$ cat src/rtl/rng_pkg.sv
package rng_pkg;
    localparam int DATA_W      = 32;
    localparam int FIFO_DEPTH  = 16;
    localparam int PUSH_PERIOD = 256;

    localparam logic [1:0] REG_CTRL = 2'd0;
    localparam logic [1:0] REG_STAT = 2'd1;
    localparam logic [1:0] REG_ENT  = 2'd2;
    localparam logic [1:0] REG_OUT  = 2'd3;

    localparam int CB_GO  = 0;
    localparam int CB_HA  = 1;
    localparam int CB_IM  = 2;
    localparam int CB_CI  = 3;
    localparam int CB_SLM = 4;

    localparam logic [31:0] LFSR_TAPS = 32'h0040_0007;
    localparam logic [31:0] LFSR_SEED = 32'hACE1_2468;

    typedef struct packed {
        logic go;
        logic ha;
        logic im;
        logic slm;
        logic ei;
    } ctl_t;
endpackage

$ cat src/rtl/rng_lfsr.sv
module rng_lfsr #(
    parameter int          W    = 32,
    parameter logic [31:0] TAPS = 32'h0040_0007,
    parameter logic [31:0] SEED = 32'hACE1_2468
) (
    input  logic         clk,
    input  logic         rst_n,
    input  logic         run,
    input  logic         mix_en,
    input  logic [W-1:0] mix_val,
    output logic [W-1:0] state
);
    localparam logic [W-1:0] TAP_V  = TAPS[W-1:0];
    localparam logic [W-1:0] SEED_V = SEED[W-1:0];

    logic [W-1:0] state_d, state_q, step;

    always_comb begin
        step = state_q;
        if (run) begin
            step = {state_q[W-2:0], 1'b0};
            if (state_q[W-1]) step = step ^ TAP_V;
        end
        state_d = step ^ (mix_en ? mix_val : '0);
        if (state_d == '0) state_d = SEED_V;
    end

    always_ff @(posedge clk or negedge rst_n) begin
        if (!rst_n) state_q <= SEED_V;
        else        state_q <= state_d;
    end

    assign state = state_q;


    lfsr_moves_chk: assert property (@(posedge clk) disable iff (!rst_n)
        (run && !mix_en) |=> (state_q != $past(state_q)));
endmodule

$ cat src/rtl/rng_fifo.sv
module rng_fifo #(
    parameter int W     = 32,
    parameter int DEPTH = 16
) (
    input  logic               clk,
    input  logic               rst_n,
    input  logic               push,
    input  logic [W-1:0]       push_data,
    input  logic               pop,
    output logic [W-1:0]       head,
    output logic [$clog2(DEPTH):0] level,
    output logic               empty
);
    localparam int PTR_W = $clog2(DEPTH);
    localparam int CNT_W = PTR_W + 1;

    typedef struct packed {
        logic [DEPTH-1:0][W-1:0] mem;
        logic [PTR_W-1:0]        wp;
        logic [PTR_W-1:0]        rp;
        logic [CNT_W-1:0]        cnt;
    } fifo_st_t;

    fifo_st_t st_d, st_q;
    logic     do_push, do_pop;

    always_comb begin
        st_d    = st_q;
        do_push = push && (st_q.cnt != CNT_W'(DEPTH));
        do_pop  = pop && (st_q.cnt != '0);
        if (do_push) begin
            st_d.mem[st_q.wp] = push_data;
            st_d.wp = (st_q.wp == PTR_W'(DEPTH - 1)) ? '0 : st_q.wp + 1'b1;
        end
        if (do_pop) begin
            st_d.rp = (st_q.rp == PTR_W'(DEPTH - 1)) ? '0 : st_q.rp + 1'b1;
        end
        case ({do_push, do_pop})
            2'b10:   st_d.cnt = st_q.cnt + 1'b1;
            2'b01:   st_d.cnt = st_q.cnt - 1'b1;
            default: st_d.cnt = st_q.cnt;
        endcase
    end

    always_ff @(posedge clk or negedge rst_n) begin
        if (!rst_n) st_q <= '0;
        else        st_q <= st_d;
    end

    assign head  = st_q.mem[st_q.rp];
    assign level = st_q.cnt;
    assign empty = (st_q.cnt == '0);


    lvl_cap_chk: assert property (@(posedge clk) disable iff (!rst_n)
        st_q.cnt <= CNT_W'(DEPTH));


    pop_empty_chk: assert property (@(posedge clk) disable iff (!rst_n)
        (pop && !push && st_q.cnt == '0) |=> (st_q.cnt == '0));
endmodule

$ cat src/rtl/rng_cadence.sv
module rng_cadence #(
    parameter int PERIOD = 256
) (
    input  logic clk,
    input  logic rst_n,
    input  logic run,
    input  logic clear,
    output logic tick
);
    localparam int CNT_W = (PERIOD > 1) ? $clog2(PERIOD) : 1;
    localparam logic [CNT_W-1:0] LAST = CNT_W'(PERIOD - 1);

    logic [CNT_W-1:0] cnt_d, cnt_q;

    always_comb begin
        tick  = run && (cnt_q == LAST);
        cnt_d = cnt_q;
        if (clear)     cnt_d = '0;
        else if (tick) cnt_d = '0;
        else if (run)  cnt_d = cnt_q + 1'b1;
    end

    always_ff @(posedge clk or negedge rst_n) begin
        if (!rst_n) cnt_q <= '0;
        else        cnt_q <= cnt_d;
    end


    period_gap_chk: assert property (@(posedge clk) disable iff (!rst_n)
        tick |=> !tick);
endmodule

$ cat src/rtl/rand_word_gen.sv
module rand_word_gen
    import rng_pkg::*;
#(
    parameter int DEPTH  = FIFO_DEPTH,
    parameter int PERIOD = PUSH_PERIOD
) (
    input  logic        clk,
    input  logic        rst_n,
    input  logic        bus_sel,
    input  logic        bus_we,
    input  logic [1:0]  bus_word,
    input  logic [31:0] bus_wdata,
    output logic [31:0] bus_rdata,
    output logic        irq
);
    localparam int LVL_W = $clog2(DEPTH) + 1;

    ctl_t              ctl_d, ctl_q;
    logic              wr_ctl, wr_ent, rd_out;
    logic              tick, q_empty;
    logic [31:0]       rnd_word, q_head;
    logic [LVL_W-1:0]  q_level;

    always_comb begin
        wr_ctl = bus_sel && bus_we && (bus_word == REG_CTRL);
        wr_ent = bus_sel && bus_we && (bus_word == REG_ENT);
        rd_out = bus_sel && !bus_we && (bus_word == REG_OUT);

        ctl_d = ctl_q;
        if (wr_ctl) begin
            ctl_d.go  = bus_wdata[CB_GO];
            ctl_d.ha  = bus_wdata[CB_HA];
            ctl_d.im  = bus_wdata[CB_IM];
            ctl_d.slm = bus_wdata[CB_SLM];
            if (bus_wdata[CB_CI]) ctl_d.ei = 1'b0;
        end
        if (rd_out && q_empty) ctl_d.ei = 1'b1;
    end

    always_ff @(posedge clk or negedge rst_n) begin
        if (!rst_n) ctl_q <= '0;
        else        ctl_q <= ctl_d;
    end

    rng_lfsr #(
        .W    (32),
        .TAPS (LFSR_TAPS),
        .SEED (LFSR_SEED)
    ) u_lfsr (
        .clk     (clk),
        .rst_n   (rst_n),
        .run     (!ctl_q.slm),
        .mix_en  (wr_ent),
        .mix_val (bus_wdata),
        .state   (rnd_word)
    );

    rng_cadence #(
        .PERIOD (PERIOD)
    ) u_cad (
        .clk   (clk),
        .rst_n (rst_n),
        .run   (ctl_q.go && !ctl_q.slm),
        .clear (!ctl_q.go),
        .tick  (tick)
    );

    rng_fifo #(
        .W     (32),
        .DEPTH (DEPTH)
    ) u_fifo (
        .clk       (clk),
        .rst_n     (rst_n),
        .push      (tick),
        .push_data (rnd_word),
        .pop       (rd_out),
        .head      (q_head),
        .level     (q_level),
        .empty     (q_empty)
    );

    always_comb begin
        bus_rdata = '0;
        if (bus_sel && !bus_we) begin
            case (bus_word)
                REG_CTRL: bus_rdata = {27'd0, ctl_q.slm, 1'b0, ctl_q.im,
                                       ctl_q.ha, ctl_q.go};
                REG_STAT: bus_rdata = {8'd0, 8'(DEPTH), 8'(q_level), 3'd0,
                                       ctl_q.slm, 1'b0, ctl_q.ei, 2'd0};
                REG_OUT:  bus_rdata = q_empty ? 32'd0 : q_head;
                default:  bus_rdata = '0;
            endcase
        end
    end

    assign irq = ctl_q.ei && !ctl_q.im;


    push_gate_chk: assert property (@(posedge clk) disable iff (!rst_n)
        tick |-> (ctl_q.go && !ctl_q.slm));


    empty_read_ei_chk: assert property (@(posedge clk) disable iff (!rst_n)
        (rd_out && q_empty) |=> ctl_q.ei);


    ci_clear_chk: assert property (@(posedge clk) disable iff (!rst_n)
        (wr_ctl && bus_wdata[CB_CI]) |=> !ctl_q.ei);


    irq_mask_chk: assert property (@(posedge clk) disable iff (!rst_n)
        ctl_q.im |-> !irq);
endmodule

$ cat config.mk
export PLATFORM = sky130hd
export DESIGN_NAME = rand_word_gen
export DESIGN_NICKNAME = d
export VERILOG_FILES = /design/src/rtl/rng_pkg.sv /design/src/rtl/rng_lfsr.sv /design/src/rtl/rng_fifo.sv /design/src/rtl/rng_cadence.sv /design/src/rtl/rand_word_gen.sv
export SDC_FILE = /design/constraint.sdc
export NUM_CORES = 1
export LEC_CHECK = 0
export ABC_AREA = 1
export BUFFER_PORTS_ARGS = -buffer_cell sky130_fd_sc_hd__buf_2
export CELL_PAD_IN_SITES_DETAIL_PLACEMENT = 0
export CELL_PAD_IN_SITES_GLOBAL_PLACEMENT = 1
export CORE_MARGIN = 2
export CORE_UTILIZATION = 35
export CTS_CLUSTER_DIAMETER = 80
export DETAILED_ROUTE_END_ITERATION = 6
export PLACE_DENSITY_LB_ADDON = 0.1
export SLEW_MARGIN = 30
export SYNTH_ARGS = -nofsm -noshare
export SYNTH_HDL_FRONTEND = slang
export SYNTH_HIERARCHICAL = 1
export SYNTH_SLANG_ARGS = --single-unit
$ cat constraint.sdc
create_clock -name clk -period 3.36 [get_ports clk]
set_clock_uncertainty 0.05 [all_clocks]
set_input_delay 0.672 -clock clk [delete_from_list [all_inputs] [get_ports clk]]
set_output_delay 0.672 -clock clk [all_outputs]
set_load 0.02 [all_outputs]
======== Word level (Yosys, flattened, before mapping) ========
Index checks and enable logic that the tools add are counted.
Widths: inputs -> output; s select.
cells by class
  mux-type cells .......................... 21
  $add $sub $neg .......................... 5
  reductions and logical operators ........ 23
  magnitude comparators ................... 3
  equal/unequal tests ..................... 10
  bitwise logic cells ..................... 2
operators with widths
  cell                 number
  $bwmux 512           1
  $mux 32              7
  $bmux 32 s4          1
  $demux 32 s4         1
  $pmux 32 s3          1
  $logic_not 32->1     1
  $xor 32x32->32       1
  $mux 8               3
  $mux 23              1
  $logic_and 1x1->1    12
  $lt 4x5->1 const B   2
  $pmux 5 s2           1
  $add 4x1->4 const B  2
  $add 8x1->8 const B  1
  $eq 4x4->1 const B   2
  $eq 8x8->1 const B   1
  $mux 4               2
  $eq 2x2->1 const B   3
  $reduce_bool 2->1    3
  $add 5x1->5 const B  1
  $logic_not 5->1      1
  $ne 5x5->1 const B   1
  $reduce_bool 5->1    1
  $sub 5x1->5 const B  1
  other kinds (8)      13
word-level totals
  input port bits ......................... 38
  output and inout port bits .............. 33
  bits in registers ....................... 570

======== Depth between registers and ports, before layout ========
  depth in word-level cells ............... 6
  mapped depth ............................ 20
  depth with buffers taken out ............ 18

======== Cells and area by module ========
The synthesis kept the hierarchy.
modules (own cells, without submodules)
  module         times used  area each (µm²)  cells each
  rng_fifo       1           26228.9          3519
  rng_lfsr       1           2219.6           365
  rand_word_gen  1           799.5            122
  rng_cadence    1           471.7            64

======== Worst setup path before layout ========
No wires, ideal clock.
  path type ............................... reg2reg
  start point ............................. register ctl_q[4] (netlist name)
  end point ............................... register u_fifo.st_q, in the netlist u_fifo/level[4]
  clock period less this slack ............ 2729 ps
  stages on the path, launching flop included .. 17
  setup slack ............................. 631 ps
  setup time .............................. 116 ps
  data required time ...................... 3194 ps
  data arrival time ....................... 2562 ps
  path through ............................ dfrtp_1 -> inv_1 -> nor2_1 -> nand2_1 -> inv_1 -> nand3_2 -> inv_1 -> buf_2 -> buf_6 -> nand2_1 -> ha_1 -> ha_1 -> or2_2 -> nand3_1 -> nand2_1 -> nand2_1 -> nand2_1
on the way
  word-level cells in the longest chain between the ends .. 5
  elaborated cells between the ends (all ways) .. 7
  classes of those cells .................. 2 x eq/ne; 1 x mux; 4 x reduce/logical
RTL lines
  element                                                 RTL line             source
  start, declared                                         rand_word_gen.sv:18  ctl_t ctl_d, ctl_q;
  start signal, assigned                                  rand_word_gen.sv:42  else ctl_q <= ctl_d;
  $logic_and 1x1->1 *                                     rand_word_gen.sv:63  .run (ctl_q.go && !ctl_q.slm),
  $logic_and 1x1->1 *                                     rng_cadence.sv:16    tick = run && (cnt_q == LAST);
  named net tick                                          rand_word_gen.sv:20  logic tick, q_empty;
  $logic_and 1x1->1 *                                     rng_fifo.sv:29       do_push = push && (st_q.cnt != CNT_W'(DEPTH));
  $eq 2x1->1 / $eq 2x2->1 (equally long branches)         rng_fifo.sv:38       case ({do_push, do_pop})
  $pmux 5 s2 / $reduce_bool 2->1 (equally long branches)  --
  end signal, assigned                                    rng_fifo.sv:47       else st_q <= st_d;
  end, declared                                           rng_fifo.sv:24       fifo_st_t st_d, st_q;
The timed path passes the listed nets; every way through them passes the cells marked *.
A chain may end at the register's enable or synchronous reset.

======== Final worst setup path ========
  start point ............................. register u_fifo/st_q[5] (netlist name)
  end point ............................... output port bus_rdata[20]
on the way
  word-level cells in the longest chain between the ends .. 5
RTL lines
  element                        RTL line             source
  $bmux 32 s4                    rng_fifo.sv:50       assign head = st_q.mem[st_q.rp];
  $mux 32 (implied by the code)  rng_fifo.sv:50
  named net q_head[20]           rand_word_gen.sv:21  logic [31:0] rnd_word, q_head;
  $mux 32                        rand_word_gen.sv:90  REG_OUT: bus_rdata = q_empty ? 32'd0 : q_head;
  $pmux 32 s3                    rand_word_gen.sv:85  case (bus_word)
  $mux 32                        rand_word_gen.sv:84  if (bus_sel && !bus_we) begin
  end, declared                  rand_word_gen.sv:13  output logic [31:0] bus_rdata,
The timed path passes the listed nets, and every way through them passes these cells. The select of a mux whose other input is x is not followed.

==> results.md <==
- Post-synthesis sequential area ratio: 48.0%
- H-tree lvl count: 3
- Row count: roughly 110
- Setup TNS: 0 ns
- Final hold slack: 0.255 ns
- First-pass GRT wire length: 147,000 um
- Element type at the critical path start: flip-flop
- Worst skew pair latency: 0.62 ns
- Post-synth ARST share: 100%
- Ports: 71
- DRC: 0
- Max VDD drop: 0.374 mV
- Total power: ~25 mW
- Fin crit share: 96.6%
- Final instance area: about 34,000 um2
- Area delta synth->final: 14.1%
- Critical path, cell by cell: buf_4, buf_16, nand2_1, nand3_1, nand3_1, nand3_2, nand2_2, a21oi_1, nor3_1, buf_2
- GRT overflow: 0
- Most frequent CP cell: nand3_1
- DRT Pass-1 Iters: 6
- Detailed Place HPWL: 53,000 um
- Chip height: 295 um
- Antenna viol nets, final: 0
- Simple-Gate Fraction of Synth Area: 29.2%
- Die Wd: 295 um
- Register bit total from synthesis: 570
- Layout Nets: 4,109
- Vias post-DR: 24,600
- TritonCTS Sinks: 570
- Sequential Area: 14,300 um2
- Area of the multi-input gates: 11,700 um2
- Gr usage total: 22.1%
- Max cap viols: 0
- HP Class: in -> reg
- Post-synthesis adder-cell area fraction: 0.488%
- Setup violations, final: 0
- Initial antenna violation count: 3
- Power Density: 726 nW/um2
- Wire per inst: 18.3 um
- Synth Area in Compound Gates: under 10%
- Cell Area, Synth: 29,700 um2
- Max FO, Critical Path: 19
- Crit end category: output pin
- Util after Layout: 40.5%
- Syn Inst Count: 4,070
- Distinct cells, synth: 39
- GPL Wtd Cong: 0.756
- Post-synthesis mux area share: 0%
- Leak: 16.7 nW
- Delay-heaviest family, CP: simple AND/OR/NAND/NOR gates
- Final WL: 95,900 um
- Avg Inst Size Synth: roughly 7.3 um2
- Core area: ~84,000 um2
- Slew headroom: 34.5%
- CTS clock-pin slew for the worst setup and hold paths: 0.06 ns
- Peak Freq: 0.308 GHz
- Number of filler cells placed in the layout: 9,077
- Via-per-instance ratio: 4.69
- Clock root buffer master: clkbuf_16
- Hold Crit Start: bus_wdata[4]
- Final hold violation count: 0
- Status: completed
- Max Slew Vio Count: 0
- Largest net degree at the start of global routing: between 100 and 150
- CP arrival: 2.52 ns
- Syn nets: 4,119
- Min Tclk post-route: 3.25 ns
- Crit-path max cell delay: 0.57 ns
- Placed cell area: slightly above 30,000 um2
- CTS Buf Count: 70
- CTS tree: done
- Number of synthesized flops with an enable pin: 0
- YS warnings: 6
- Number of global-route vias before repair: 23,900
- Main flop type after synthesis: dfrtp_1
- Max clock buf depth: 3
- Crit Reg-Reg Startpoint: ctl_q[4]
- Starting DRT DRC Count: 1,851
- Synth Area in XOR/XNOR: less than 1%
- Die Area: approximately 87,000 um2
- Combinational family with the most area after synthesis: simple AND/OR/NAND/NOR gates
- Crit path launch: u_fifo/st_q[5]
- PortBufs: 70
- Share of layout cells above drive strength 1: 8.92%
- Setup CP Type: reg -> out
- Worst slew pin tran: 0.982 ns
- CP max-delay cell: dfrtp_4
- Buf+Inv Stages, Crit Path: 3
- Initial core utilization: 35.5%
- Worst EP required: ~2.6 ns
-- sequential cells by signal, indices dropped and copies added, names as in the netlist --
name	count
u_cad/cnt_q	8
ctl_q	5
u_fifo/st_q	520
u_lfsr/state	32
u_fifo/level	5
-- what timing repair did --
action	CTS	global route
hold endpoints to repair	26	0
resized for setup	13	19
hold buffers	1	0
setup endpoints to repair	32	27
pin swaps	0	1
gates cloned	2	6
setup buffers	3	9
-- stage by stage --
step	std cells	setup WS, ns
2_1_floorplan	4070	0.631
3_3_place_gp	5099	0.469
3_5_place_dp	5100	0.459
4_1_cts	5234	0.00450
5_1_grt	5250	-0.00647
6_report	5251	0.115
-- layout by cell type, fill, tap and decap left out, types with 3 or more instances in the layout --
cell	synthesis	layout
a21oi_1	5	5
buf_12	3	29
buf_16	0	6
buf_2	83	67
buf_4	19	54
buf_6	45	5
bufinv_16	0	6
clkbuf_1	89	15
clkbuf_16	0	78
clkbuf_8	0	18
clkinv_2	0	12
dfrtp_1	557	554
dfrtp_4	0	3
dfstp_2	13	13
ha_1	10	10
inv_1	622	619
inv_6	0	6
nand2_1	1574	1569
nand2_2	5	10
nand3_1	380	379
nand3_2	8	3
nand3_4	9	15
nand4_1	6	6
nor2_1	52	51
nor2_4	22	23
o21ai_0	430	430
o21ai_1	96	96
xnor2_1	3	3
xor2_1	4	4
-- per-layer routing --
metal	GRT usage [%]	share of wire, %	wire length, um	vias to the layer above
met5	0	0	0	-
met4	5.47	2.1	1970	0
met3	2.27	3.4	3250	106
met2	35.5	45	43200	405
met1	31.9	50	47500	11700
li1	-	-	-	12400
-- path summary, 6_finish.rpt --
check                                   endpoint  cells past startpoint  slack, ns
worst max-delay path               bus_rdata[20]                     10       0.11
worst min-delay path                    ctl_q[1]                      3       0.26
worst max register to register   u_fifo/level[4]                     15       0.63
worst min register to register  u_fifo/st_q[362]                      2       0.43
max in group asynchronous        u_fifo/st_q[46]                      4       1.73
min in group asynchronous       u_fifo/st_q[514]                      2       0.51
-- final cells by class --
class                           count  share of cell area [%]
Clock inverter                     22                   0.812
Inverter                          626                    7.04
Tap cell                         1134                    4.18
Timing Repair inverter              1                  0.0258
Sequential cell                   570                    42.1
Timing Repair Buffer              170                    5.11
Antenna cell                        1                 0.00738
Multi-Input combinational cell   2621                    34.4
Clock buffer                      106                    6.28
-- worst min-delay path, delay by kind of cell --
kind | cells | cell delay, ns
AND/OR/NAND/NOR | 1 | 0.05
buffers and inverters | 1 | 0.11
AO/OA/AOI/OAI | 1 | 0.06
-- kinds of logic after synthesis --
kind of cell | Yosys count
buffers and inverters | 879
AO/OA/AOI/OAI | 535
flip-flops | 570
XOR/XNOR | 7
AND/OR/NAND/NOR | 2068
adder cells (fa/ha/maj) | 11
-- cell usage after synthesis (2+ instances only) --
library cell	n	area, um2
nand3_2	8	80.1
buf_12	3	60.1
dfstp_2	13	342
buf_6	45	507
o21ai_0	430	2150
xnor2_1	3	26.3
or2_2	2	12.5
a21oi_1	5	25.0
ha_1	10	125
o21ai_1	96	480
buf_4	19	143
nor3_1	3	15.0
nor2_2	2	12.5
nand3_4	9	158
buf_2	83	415
nand4_1	6	37.5
nor2_4	22	248
inv_1	622	2330
inv_2	3	11.3
nor2_1	52	195
nand2_1	1574	5910
nand3_1	380	1900
xor2_1	4	35.0
dfrtp_1	557	13900
clkbuf_1	89	334
nand2_2	5	31.3
buf_1	13	48.8
-- power breakdown --
part           switching [mW]  internal (mW)  leakage (nW)
combinational            6.19           2.71          7.62
clock                    3.12           4.84          1.20
sequential              0.582           7.19          7.87
Note: power is estimated with default switching activity, not from simulation.
